**src/rtl/pgw_pkg.sv**
```systemverilog
package pgw_pkg;

   typedef enum logic [2:0] {
      ST_IDLE,
      ST_WALK,
      ST_WBACK,
      ST_DONE,
      ST_FAULT
   } walk_st_e;

   typedef enum logic [1:0] {
      FLT_NONE   = 2'd0,
      FLT_ABSENT = 2'd1,
      FLT_USER   = 2'd2,
      FLT_WRITE  = 2'd3
   } fault_e;

   localparam int PTE_PRESENT  = 0;
   localparam int PTE_WRITABLE = 1;
   localparam int PTE_USER     = 2;
   localparam int PTE_DIRTY    = 6;
   localparam int PTE_OS_HI    = 10;

endpackage

```
**src/rtl/pgw_locator.sv**
```systemverilog
module pgw_locator #(
   parameter int VPN_W     = 36,
   parameter int TOP_IDX_W = 6,
   parameter int IDX_W     = 10,
   parameter int LEVELS    = 4,
   parameter int LVL_W     = 2,
   parameter int PA_W      = 32,
   parameter int ENT_SHIFT = 2
) (
   input  logic [VPN_W-1:0] vpn,
   input  logic [LVL_W-1:0] lvl,
   input  logic [PA_W-1:0]  table_base,
   output logic [PA_W-1:0]  entry_addr
);

   logic [IDX_W-1:0] idx_arr [LEVELS];
   logic [IDX_W-1:0] idx_sel;

   generate
      for (genvar l = 0; l < LEVELS; l++) begin : g_slice
         if (l == 0) begin : g_top
            assign idx_arr[l] = IDX_W'(vpn[VPN_W-1 -: TOP_IDX_W]);
         end else begin : g_low
            assign idx_arr[l] = vpn[(LEVELS-1-l)*IDX_W +: IDX_W];
         end
      end
   endgenerate

   assign idx_sel    = idx_arr[lvl];
   assign entry_addr = table_base + (PA_W'(idx_sel) << ENT_SHIFT);

endmodule

```
**src/rtl/pgw_pte_judge.sv**
```systemverilog
module pgw_pte_judge
   import pgw_pkg::*;
(
   input  logic   present,
   input  logic   writable,
   input  logic   user_ok,
   input  logic   acc_write,
   input  logic   acc_user,
   output fault_e verdict
);

   always_comb begin
      if (!present)
         verdict = FLT_ABSENT;
      else if (acc_user && !user_ok)
         verdict = FLT_USER;
      else if (acc_write && !writable)
         verdict = FLT_WRITE;
      else
         verdict = FLT_NONE;
   end

endmodule

```
**src/rtl/pgwalk.sv**
```systemverilog
module pgwalk
   import pgw_pkg::*;
#(
   parameter int   OFF_W        = 12,
   parameter int   TOP_IDX_W    = 6,
   parameter int   IDX_W        = 10,
   parameter int   LEVELS       = 4,
   parameter int   PTE_W        = 32,
   parameter int   PA_W         = 32,
   parameter bit   DIRTY_UPDATE = 1'b1,
   localparam int  VPN_W        = TOP_IDX_W + (LEVELS - 1) * IDX_W,
   localparam int  VA_W         = VPN_W + OFF_W,
   localparam int  LVL_W        = $clog2(LEVELS)
) (
   input  logic             clk,
   input  logic             rst_n,
   input  logic             root_we,
   input  logic [PA_W-1:0]  root_base,
   input  logic             req_valid,
   output logic             req_ready,
   input  logic [VA_W-1:0]  req_vaddr,
   input  logic             req_write,
   input  logic             req_user,
   output logic             mem_req,
   output logic             mem_we,
   output logic [PA_W-1:0]  mem_addr,
   output logic [PTE_W-1:0] mem_wdata,
   input  logic             mem_ack,
   input  logic [PTE_W-1:0] mem_rdata,
   output logic             res_valid,
   output logic [1:0]       res_code,
   output logic [LVL_W-1:0] res_level,
   output logic [PA_W-1:0]  res_paddr
);

   localparam int FRAME_W   = PA_W - OFF_W;
   localparam int ENT_SHIFT = $clog2(PTE_W / 8);
   localparam logic [LVL_W-1:0] LAST_LVL = LVL_W'(LEVELS - 1);

   // elaboration-time parameter checks
   if (LEVELS < 2) begin : g_chk_levels
      $error("pgwalk: LEVELS must be at least 2");
   end
   if (TOP_IDX_W > IDX_W) begin : g_chk_top
      $error("pgwalk: TOP_IDX_W must not exceed IDX_W");
   end
   if (IDX_W + ENT_SHIFT > OFF_W) begin : g_chk_fit
      $error("pgwalk: one table must fit inside one page");
   end
   if ((PTE_W % 8) != 0 || PTE_W - FRAME_W <= PTE_OS_HI) begin : g_chk_pte
      $error("pgwalk: entry too narrow for frame field plus flag bits");
   end
   if (FRAME_W < 1) begin : g_chk_pa
      $error("pgwalk: PA_W must exceed OFF_W");
   end

   walk_st_e         state_q;
   logic [LVL_W-1:0] lvl_q;
   logic [VA_W-1:0]  va_q;
   logic             write_q;
   logic             user_q;
   logic [PA_W-1:0]  root_q;
   logic [PA_W-1:0]  base_q;
   logic [PTE_W-1:0] ent_q;
   logic [PA_W-1:0]  ent_addr_q;
   fault_e           code_q;
   logic [LVL_W-1:0] flvl_q;
   logic [PA_W-1:0]  paddr_q;

   logic [PA_W-1:0]  loc_addr;
   fault_e           verdict;
   logic             need_wb;
   logic [FRAME_W-1:0] frame_in;

   assign frame_in = mem_rdata[PTE_W-1 -: FRAME_W];

   pgw_locator #(
      .VPN_W     (VPN_W),
      .TOP_IDX_W (TOP_IDX_W),
      .IDX_W     (IDX_W),
      .LEVELS    (LEVELS),
      .LVL_W     (LVL_W),
      .PA_W      (PA_W),
      .ENT_SHIFT (ENT_SHIFT)
   ) u_loc (
      .vpn        (va_q[VA_W-1:OFF_W]),
      .lvl        (lvl_q),
      .table_base (base_q),
      .entry_addr (loc_addr)
   );

   pgw_pte_judge u_judge (
      .present   (mem_rdata[PTE_PRESENT]),
      .writable  (mem_rdata[PTE_WRITABLE]),
      .user_ok   (mem_rdata[PTE_USER]),
      .acc_write (write_q),
      .acc_user  (user_q),
      .verdict   (verdict)
   );

   generate
      if (DIRTY_UPDATE) begin : g_dirty
         assign need_wb = write_q & ~mem_rdata[PTE_DIRTY];
      end else begin : g_no_dirty
         assign need_wb = 1'b0;
      end
   endgenerate

   // root base register
   always_ff @(posedge clk) begin
      if (!rst_n)
         root_q <= '0;
      else if (root_we)
         root_q <= root_base;
   end

   // walk sequencer
   always_ff @(posedge clk) begin
      if (!rst_n) begin
         state_q    <= ST_IDLE;
         lvl_q      <= '0;
         va_q       <= '0;
         write_q    <= 1'b0;
         user_q     <= 1'b0;
         base_q     <= '0;
         ent_q      <= '0;
         ent_addr_q <= '0;
         code_q     <= FLT_NONE;
         flvl_q     <= '0;
         paddr_q    <= '0;
      end else begin
         case (state_q)
            ST_IDLE: begin
               if (req_valid) begin
                  state_q <= ST_WALK;
                  lvl_q   <= '0;
                  va_q    <= req_vaddr;
                  write_q <= req_write;
                  user_q  <= req_user;
                  base_q  <= root_q;
                  code_q  <= FLT_NONE;
                  flvl_q  <= '0;
               end
            end
            ST_WALK: begin
               if (mem_ack) begin
                  if (verdict != FLT_NONE) begin
                     code_q  <= verdict;
                     flvl_q  <= lvl_q;
                     state_q <= ST_FAULT;
                  end else if (lvl_q == LAST_LVL) begin
                     paddr_q    <= {frame_in, va_q[OFF_W-1:0]};
                     ent_q      <= mem_rdata;
                     ent_addr_q <= loc_addr;
                     state_q    <= need_wb ? ST_WBACK : ST_DONE;
                  end else begin
                     base_q <= {frame_in, {OFF_W{1'b0}}};
                     lvl_q  <= lvl_q + LVL_W'(1);
                  end
               end
            end
            ST_WBACK: begin
               if (mem_ack)
                  state_q <= ST_DONE;
            end
            ST_DONE:  state_q <= ST_IDLE;
            ST_FAULT: state_q <= ST_IDLE;
            default:  state_q <= ST_IDLE;
         endcase
      end
   end

   assign req_ready = (state_q == ST_IDLE);
   assign mem_req   = (state_q == ST_WALK) || (state_q == ST_WBACK);
   assign mem_we    = (state_q == ST_WBACK);
   assign mem_addr  = (state_q == ST_WBACK) ? ent_addr_q : loc_addr;
   assign mem_wdata = ent_q | (PTE_W'(1) << PTE_DIRTY);
   assign res_valid = (state_q == ST_DONE) || (state_q == ST_FAULT);
   assign res_code  = code_q;
   assign res_level = flvl_q;
   assign res_paddr = paddr_q;

endmodule

```
**config.mk**
```make
export PLATFORM = sky130hd
export DESIGN_NAME = pgwalk
export DESIGN_NICKNAME = d
export VERILOG_FILES = /design/src/rtl/pgw_pkg.sv /design/src/rtl/pgw_locator.sv /design/src/rtl/pgw_pte_judge.sv /design/src/rtl/pgwalk.sv
export SDC_FILE = /design/constraint.sdc
export NUM_CORES = 1
export LEC_CHECK = 0
export BUFFER_PORTS_ARGS = -buffer_cell sky130_fd_sc_hd__buf_2
export CORE_ASPECT_RATIO = 0.6
export CORE_MARGIN = 2
export CORE_UTILIZATION = 54
export CTS_CLUSTER_DIAMETER = 200
export DETAILED_ROUTE_END_ITERATION = 7
export GPL_TIMING_DRIVEN = 0
export HOLD_SLACK_MARGIN = 0.1
export PLACE_DENSITY = 0.8
export SLEW_MARGIN = 40
export SYNTH_ARGS = -nofsm -noshare
export SYNTH_HDL_FRONTEND = slang
export SYNTH_HIERARCHICAL = 1
export SYNTH_SLANG_ARGS = --single-unit
```
**constraint.sdc**
```tcl
create_clock -name clk -period 4.75 [get_ports clk]
set_input_delay 0.95 -clock clk [delete_from_list [all_inputs] [get_ports clk]]
set_output_delay 0.95 -clock clk [all_outputs]
set_load 0.02 [all_outputs]
```
Word-level counts from Yosys, hierarchy flattened --
Index checks and enable logic that the tools add are counted. Widths: inputs -> output; s select.
Operators by class: $mul 0, shift-type cells 0, magnitude comparators 1, bitwise operators 4, equality and inequality tests 12, reduce and logical (&&, ||, !) cells 14, muxes and demuxes 30, add/subtract/negate cells 2, div/mod/pow operators 0
Operators with widths (count):
- $mux 32 | 5
- $pmux 32 s2 | 1
- $add 32x12->32 | 1
- $mux 2 | 11
- $bmux 10 s2 | 1
- $mux 10 | 2
- $mux 3 | 5
- $pmux 2 s2 | 3
- $reduce_and 4->1 | 3
- $ne 2x2->1 const B | 5
- $pmux 3 s3 | 1
- $eq 3x2->1 const B | 2
- $reduce_and 5->1 | 1
- $reduce_bool 2->1 | 2
- $eq 3x1->1 const B | 1
- $eq 3x3->1 const B | 1
- $ge 3x3->1 const B | 1
- $logic_not 3->1 | 1
- $ne 3x3->1 const B | 1
- $not 2->3 | 1
- $add 2x1->2 const B | 1
- $eq 2x2->1 const B | 1
- $logic_and 1x1->1 | 2
- $logic_not 1->1 | 2
- other kinds (6) | 8
Storage, ports and cells: output and inout bits 104, bits in latches 0, memories 0, flip-flop bits (word level) 219, bits in read-only memories 0, logic and storage cells 75, memory bits (writable) 0

Longest topological paths before layout --
depth in word-level cells 9, mapped depth 13, gate-level depth less buffers 11

Cells and area by module --
Netlist, hierarchy kept.
By module, submodules not included:
- pgwalk | seq. area each 3963.8 um^2, times used 1, area each 8449.4 um^2, cells an instance 915
- pgw_locator | seq. area each 0.0 um^2, times used 1, area each 1154.9 um^2, cells an instance 142
- pgw_pte_judge | seq. area each 0.0 um^2, times used 1, area each 31.3 um^2, cells an instance 5

Worst setup path before layout --
Ideal clock, no wire load.
path kind reg2out, start register lvl_q[0], end output port mem_addr[22], path slack 0.845 ns, data required time 3.800 ns, arrival 2.955 ns, path buffers 2, stages on the path, launching flop included 13, cell sequence dfxtp_1 > buf_2 > mux4_2 > ha_1 > inv_1 > fa_1 > nor2b_4 > o31a_1 > o31a_1 > buf_6 > o211ai_2 > xnor2_1 > mux2_1
On the way: longest elaborated chain between the ends 6
RTL lines:
- from (decl) | RTL line pgwalk.sv:58 | logic [LVL_W-1:0] lvl_q;
- from (signal assigned) | RTL line pgwalk.sv:158 | lvl_q <= lvl_q + LVL_W'(1);
- $not 2->3 (implied by the code) | RTL line pgw_locator.sv:29 | assign idx_sel = idx_arr[lvl];
- $bmux 10 s2 | RTL line pgw_locator.sv:29
- $mux 10 (implied by the code) (2 in series) | RTL line pgw_locator.sv:29
- $add 32x12->32 | RTL line pgw_locator.sv:30 | assign entry_addr = table_base + (PA_W'(idx_sel) << ENT_SHIFT);
- named net loc_addr[22] | RTL line pgwalk.sv:70 | logic [PA_W-1:0] loc_addr;
- $mux 32 | RTL line pgwalk.sv:176 | assign mem_addr = (state_q == ST_WBACK) ? ent_addr_q : loc_addr;
- to (decl) | RTL line pgwalk.sv:26 | output logic [PA_W-1:0] mem_addr,
The timed path passes the listed nets, and every way through them passes these cells. The select of a mux whose other input is x is not followed.

Worst setup path after layout --
start register lvl_q[0], end output port mem_addr[20]
The elaborated chain is that of the path after synthesis.

==> impl_metrics.json <==
{
  "outcome": "finished clean",
  "hold_class": "reg -> reg",
  "critPathSlowestCell": "mux4_2",
  "io_pins": 223,
  "cp_max_fo": 10,
  "via_per_inst": 5.49,
  "synth_area_mm2": 0.00964,
  "fin_skew_ns": 0.0148,
  "fin_area_mm2": 0.0117,
  "tightest_slew_ns": 0.848,
  "final_hold_viol_count": 0,
  "holdBufCountCts": 0,
  "seq_area_mm2": 0.00397,
  "fmaxAchievable_mhz": 217,
  "cp-start-kind": "register",
  "clockRootBuffer": "clkbuf_16",
  "end_kind": "output port",
  "numCtsBuffers": 17,
  "clock_latency_ns": 0.44,
  "drt_wl_total_mm": 27.5,
  "wl_per_cell_um": 17.7,
  "cap_violations": 0,
  "slew_headroom_pct": 43.5,
  "crit_arrival_ns": 3.67,
  "antenna_found_initial": 3,
  "fp-row-count": 37,
  "crit_required_ns": 3.80,
  "die-area_mm2": 0.0190,
  "dieWidth_um": 176,
  "ys_warn_count": 6,
  "max-clock-path-buffers": 2,
  "p_per_area_mw_per_mm2": 350,
  "nFillCells": 1424,
  "max_stage_delay_ns": 0.52,
  "post-route-min-period_ns": 4.62,
  "io_buffers": 219,
  "grtUsageTotal_pct": 29.0,
  "ys_seq_area_share_pct": 41.1,
  "place_area_mm2": 0.0110,
  "path_cells": "buf_6, mux4_2, ha_1, inv_1, fa_2, nor2b_4, o31a_1, o31a_1, buf_6, o21ai_1, xnor2_1, mux2_1, buf_2",
  "drtIter0Drc": 785,
  "h-tree-depth": 4,
  "async_flop_share_pct": 0,
  "nNetsFinal": 1431,
  "globalRouteOverflowTotal": 0,
  "cp.buffers_inverters": 4,
  "dpl_worst_slack_ns": 0.143,
  "critPathTopFamily": "multiplexers",
  "clock-sinks": 198,
  "synth-edff-count": 0,
  "synth_flop_cell": "dfxtp_1",
  "yosysUniqueCellTypes": 59,
  "mostFrequentLayoutCells": "nand2_1, buf_2, dfxtp_1, mux2i_1, a21oi_1",
  "fin_ws_ns": 0.133,
  "fp.coreArea_mm2": 0.0173,
  "layout-drive-gt1-share_pct": 28.0,
  "cts_tree": "yes",
  "fin_crit_sh_pct": 97.2,
  "via_count": 8515,
  "first_pass_iters": 8,
  "p_leak_nw": 5.01,
  "ir_drop_mv": 0.253,
  "start_util_pct": 55.7,
  "drc": 0,
  "grt_pass1_wl_mm": 42.4,
  "rrSetupSlack_ns": 1.59,
  "die_y_um": 107,
  "finalMaxSlewViolations": 0,
  "final_common_cell": "nand2_1",
  "clkTransAtPathRegs_ns": 0.08,
  "final-setup-viol-count": 0,
  "path_class": "reg -> out",
  "rsz0062_at_grt": "true",
  "syn2layout_area_growth_pct": 21.4,
  "netlist_instances": 1062,
  "synth-seq-cells": 198,
  "dpl.hpwl_mm": 20.7,
  "place_congestion": 0.938,
  "syn-num-nets": 1193,
  "ant_nets": 0,
  "first_global_vias": 7929,
  "tns_ns": 0,
  "multi_input_area_mm2": 0.00509,
  "grt_max_degree": 22,
  "avgSynthCellArea_um2": 9.07
}
worst paths after layout:
check	start	to	depth (start not counted)
min	res_paddr[10]	res_paddr[10]	2
min reg2reg	res_paddr[10]	res_paddr[10]	2
max reg2reg	lvl_q[1]	ent_addr_q[31]	11
max	lvl_q[0]	mem_addr[20]	13
sequential cells by signal, summed over array words and instances, names as in the netlist, 2 cells and up:
| register | count |
|---|---|
| base_q | 32 |
| ent_addr_q | 32 |
| ent_q | 31 |
| lvl_q | 2 |
| res_code | 2 |
| res_level | 2 |
| res_paddr | 12 |
| root_q | 32 |
| state_q | 3 |
| va_q | 48 |
layout make-up:
type                       instances  share of cell area, %
timing repair buffer             219                   9.37
inverter                           8                  0.257
antenna                            3                 0.0642
clock buffer                      17                   3.64
buffer                           102                   4.97
clock inverter                    15                   1.78
multi-input combinational        754                   43.5
sequential                       198                   33.9
tap                              234                   2.50
metal layers:
| layer | track usage (%) | up-vias | share of wire, % |
|---|---|---|---|
| li1 | - | 4081 | - |
| met1 | 41.8 | 4049 | 47 |
| met2 | 42.2 | 350 | 42 |
| met3 | 7.87 | 35 | 10 |
| met4 | 8.32 | 0 | 1.5 |
| met5 | 0 | - | 0 |
through the flow:
step	std cells	hold slack [ns]	utilization [%]	total power, mW
global route	1549	0.470	67.6	4.24
floorplan	1062	0.431	-	2.34
global placement	1515	0.439	63.7	2.57
CTS	1547	0.457	67.4	4.09
detailed placement	1515	0.445	63.7	2.59
finish	1550	0.457	67.6	4.10
report_power, final:
part           total, mW  switching, mW  internal, mW  leakage [nW]
combinational      0.749          0.458         0.291          3.09
clock               1.52          0.754         0.770         0.306
sequential          1.83         0.0794          1.75          1.61
worst min-delay path: stages, from the launching register on:
cell,delay (ns)
dfxtp_1,0.32
nand2_1,0.05
mux2i_1,0.05
synthesized netlist by cell type (2+ instances only):
cell type / n / area share, %
a22o_1: 4 / 0.36
and3_1: 2 / 0.13
nand2_1: 279 / 11
o21ai_1: 4 / 0.21
xnor2_1: 16 / 1.5
xor2_1: 8 / 0.73
mux2i_1: 146 / 15
ha_1: 11 / 1.4
nor3_1: 7 / 0.36
a21oi_1: 63 / 3.3
nor2_1: 60 / 2.3
mux2_2: 16 / 1.9
mux2_1: 20 / 2.3
mux4_2: 6 / 1.4
and4_1: 4 / 0.36
clkbuf_1: 48 / 1.9
nor2b_1: 3 / 0.19
buf_6: 10 / 1.2
nand2b_1: 5 / 0.32
nand4_1: 4 / 0.26
and2_1: 2 / 0.13
o21ai_0: 4 / 0.21
buf_4: 25 / 1.9
inv_1: 7 / 0.27
a221oi_2: 20 / 3.1
o211ai_2: 5 / 0.65
nand3_1: 20 / 1.0
o211ai_1: 6 / 0.47
o31a_1: 3 / 0.27
o21a_1: 6 / 0.47
dfxtp_1: 198 / 41
buf_2: 16 / 0.83
a211oi_1: 6 / 0.47
buf_1: 3 / 0.12
cells by family after synthesis:
group | after synthesis | synth area share [%]
AO/OA/AOI/OAI | 130 | 10.6
XOR/XNOR | 24 | 2.18
adder cells (fa/ha/maj) | 12 | 1.64
buffers and inverters | 110 | 6.25
flip-flops | 198 | 41.1
multiplexers | 188 | 20.8
other | 1 | 0.0389
AND/OR/NAND/NOR | 399 | 17.4
what timing repair did:
item                                    in CTS  in global routing
endpoints found under the setup margin      20                 13
pin swaps                                    0                  0
hold endpoints to repair                     0                  0
gates resized for setup                      5                  6
buffers inserted                             0                  0
Power figures use the tool's default switching activity.
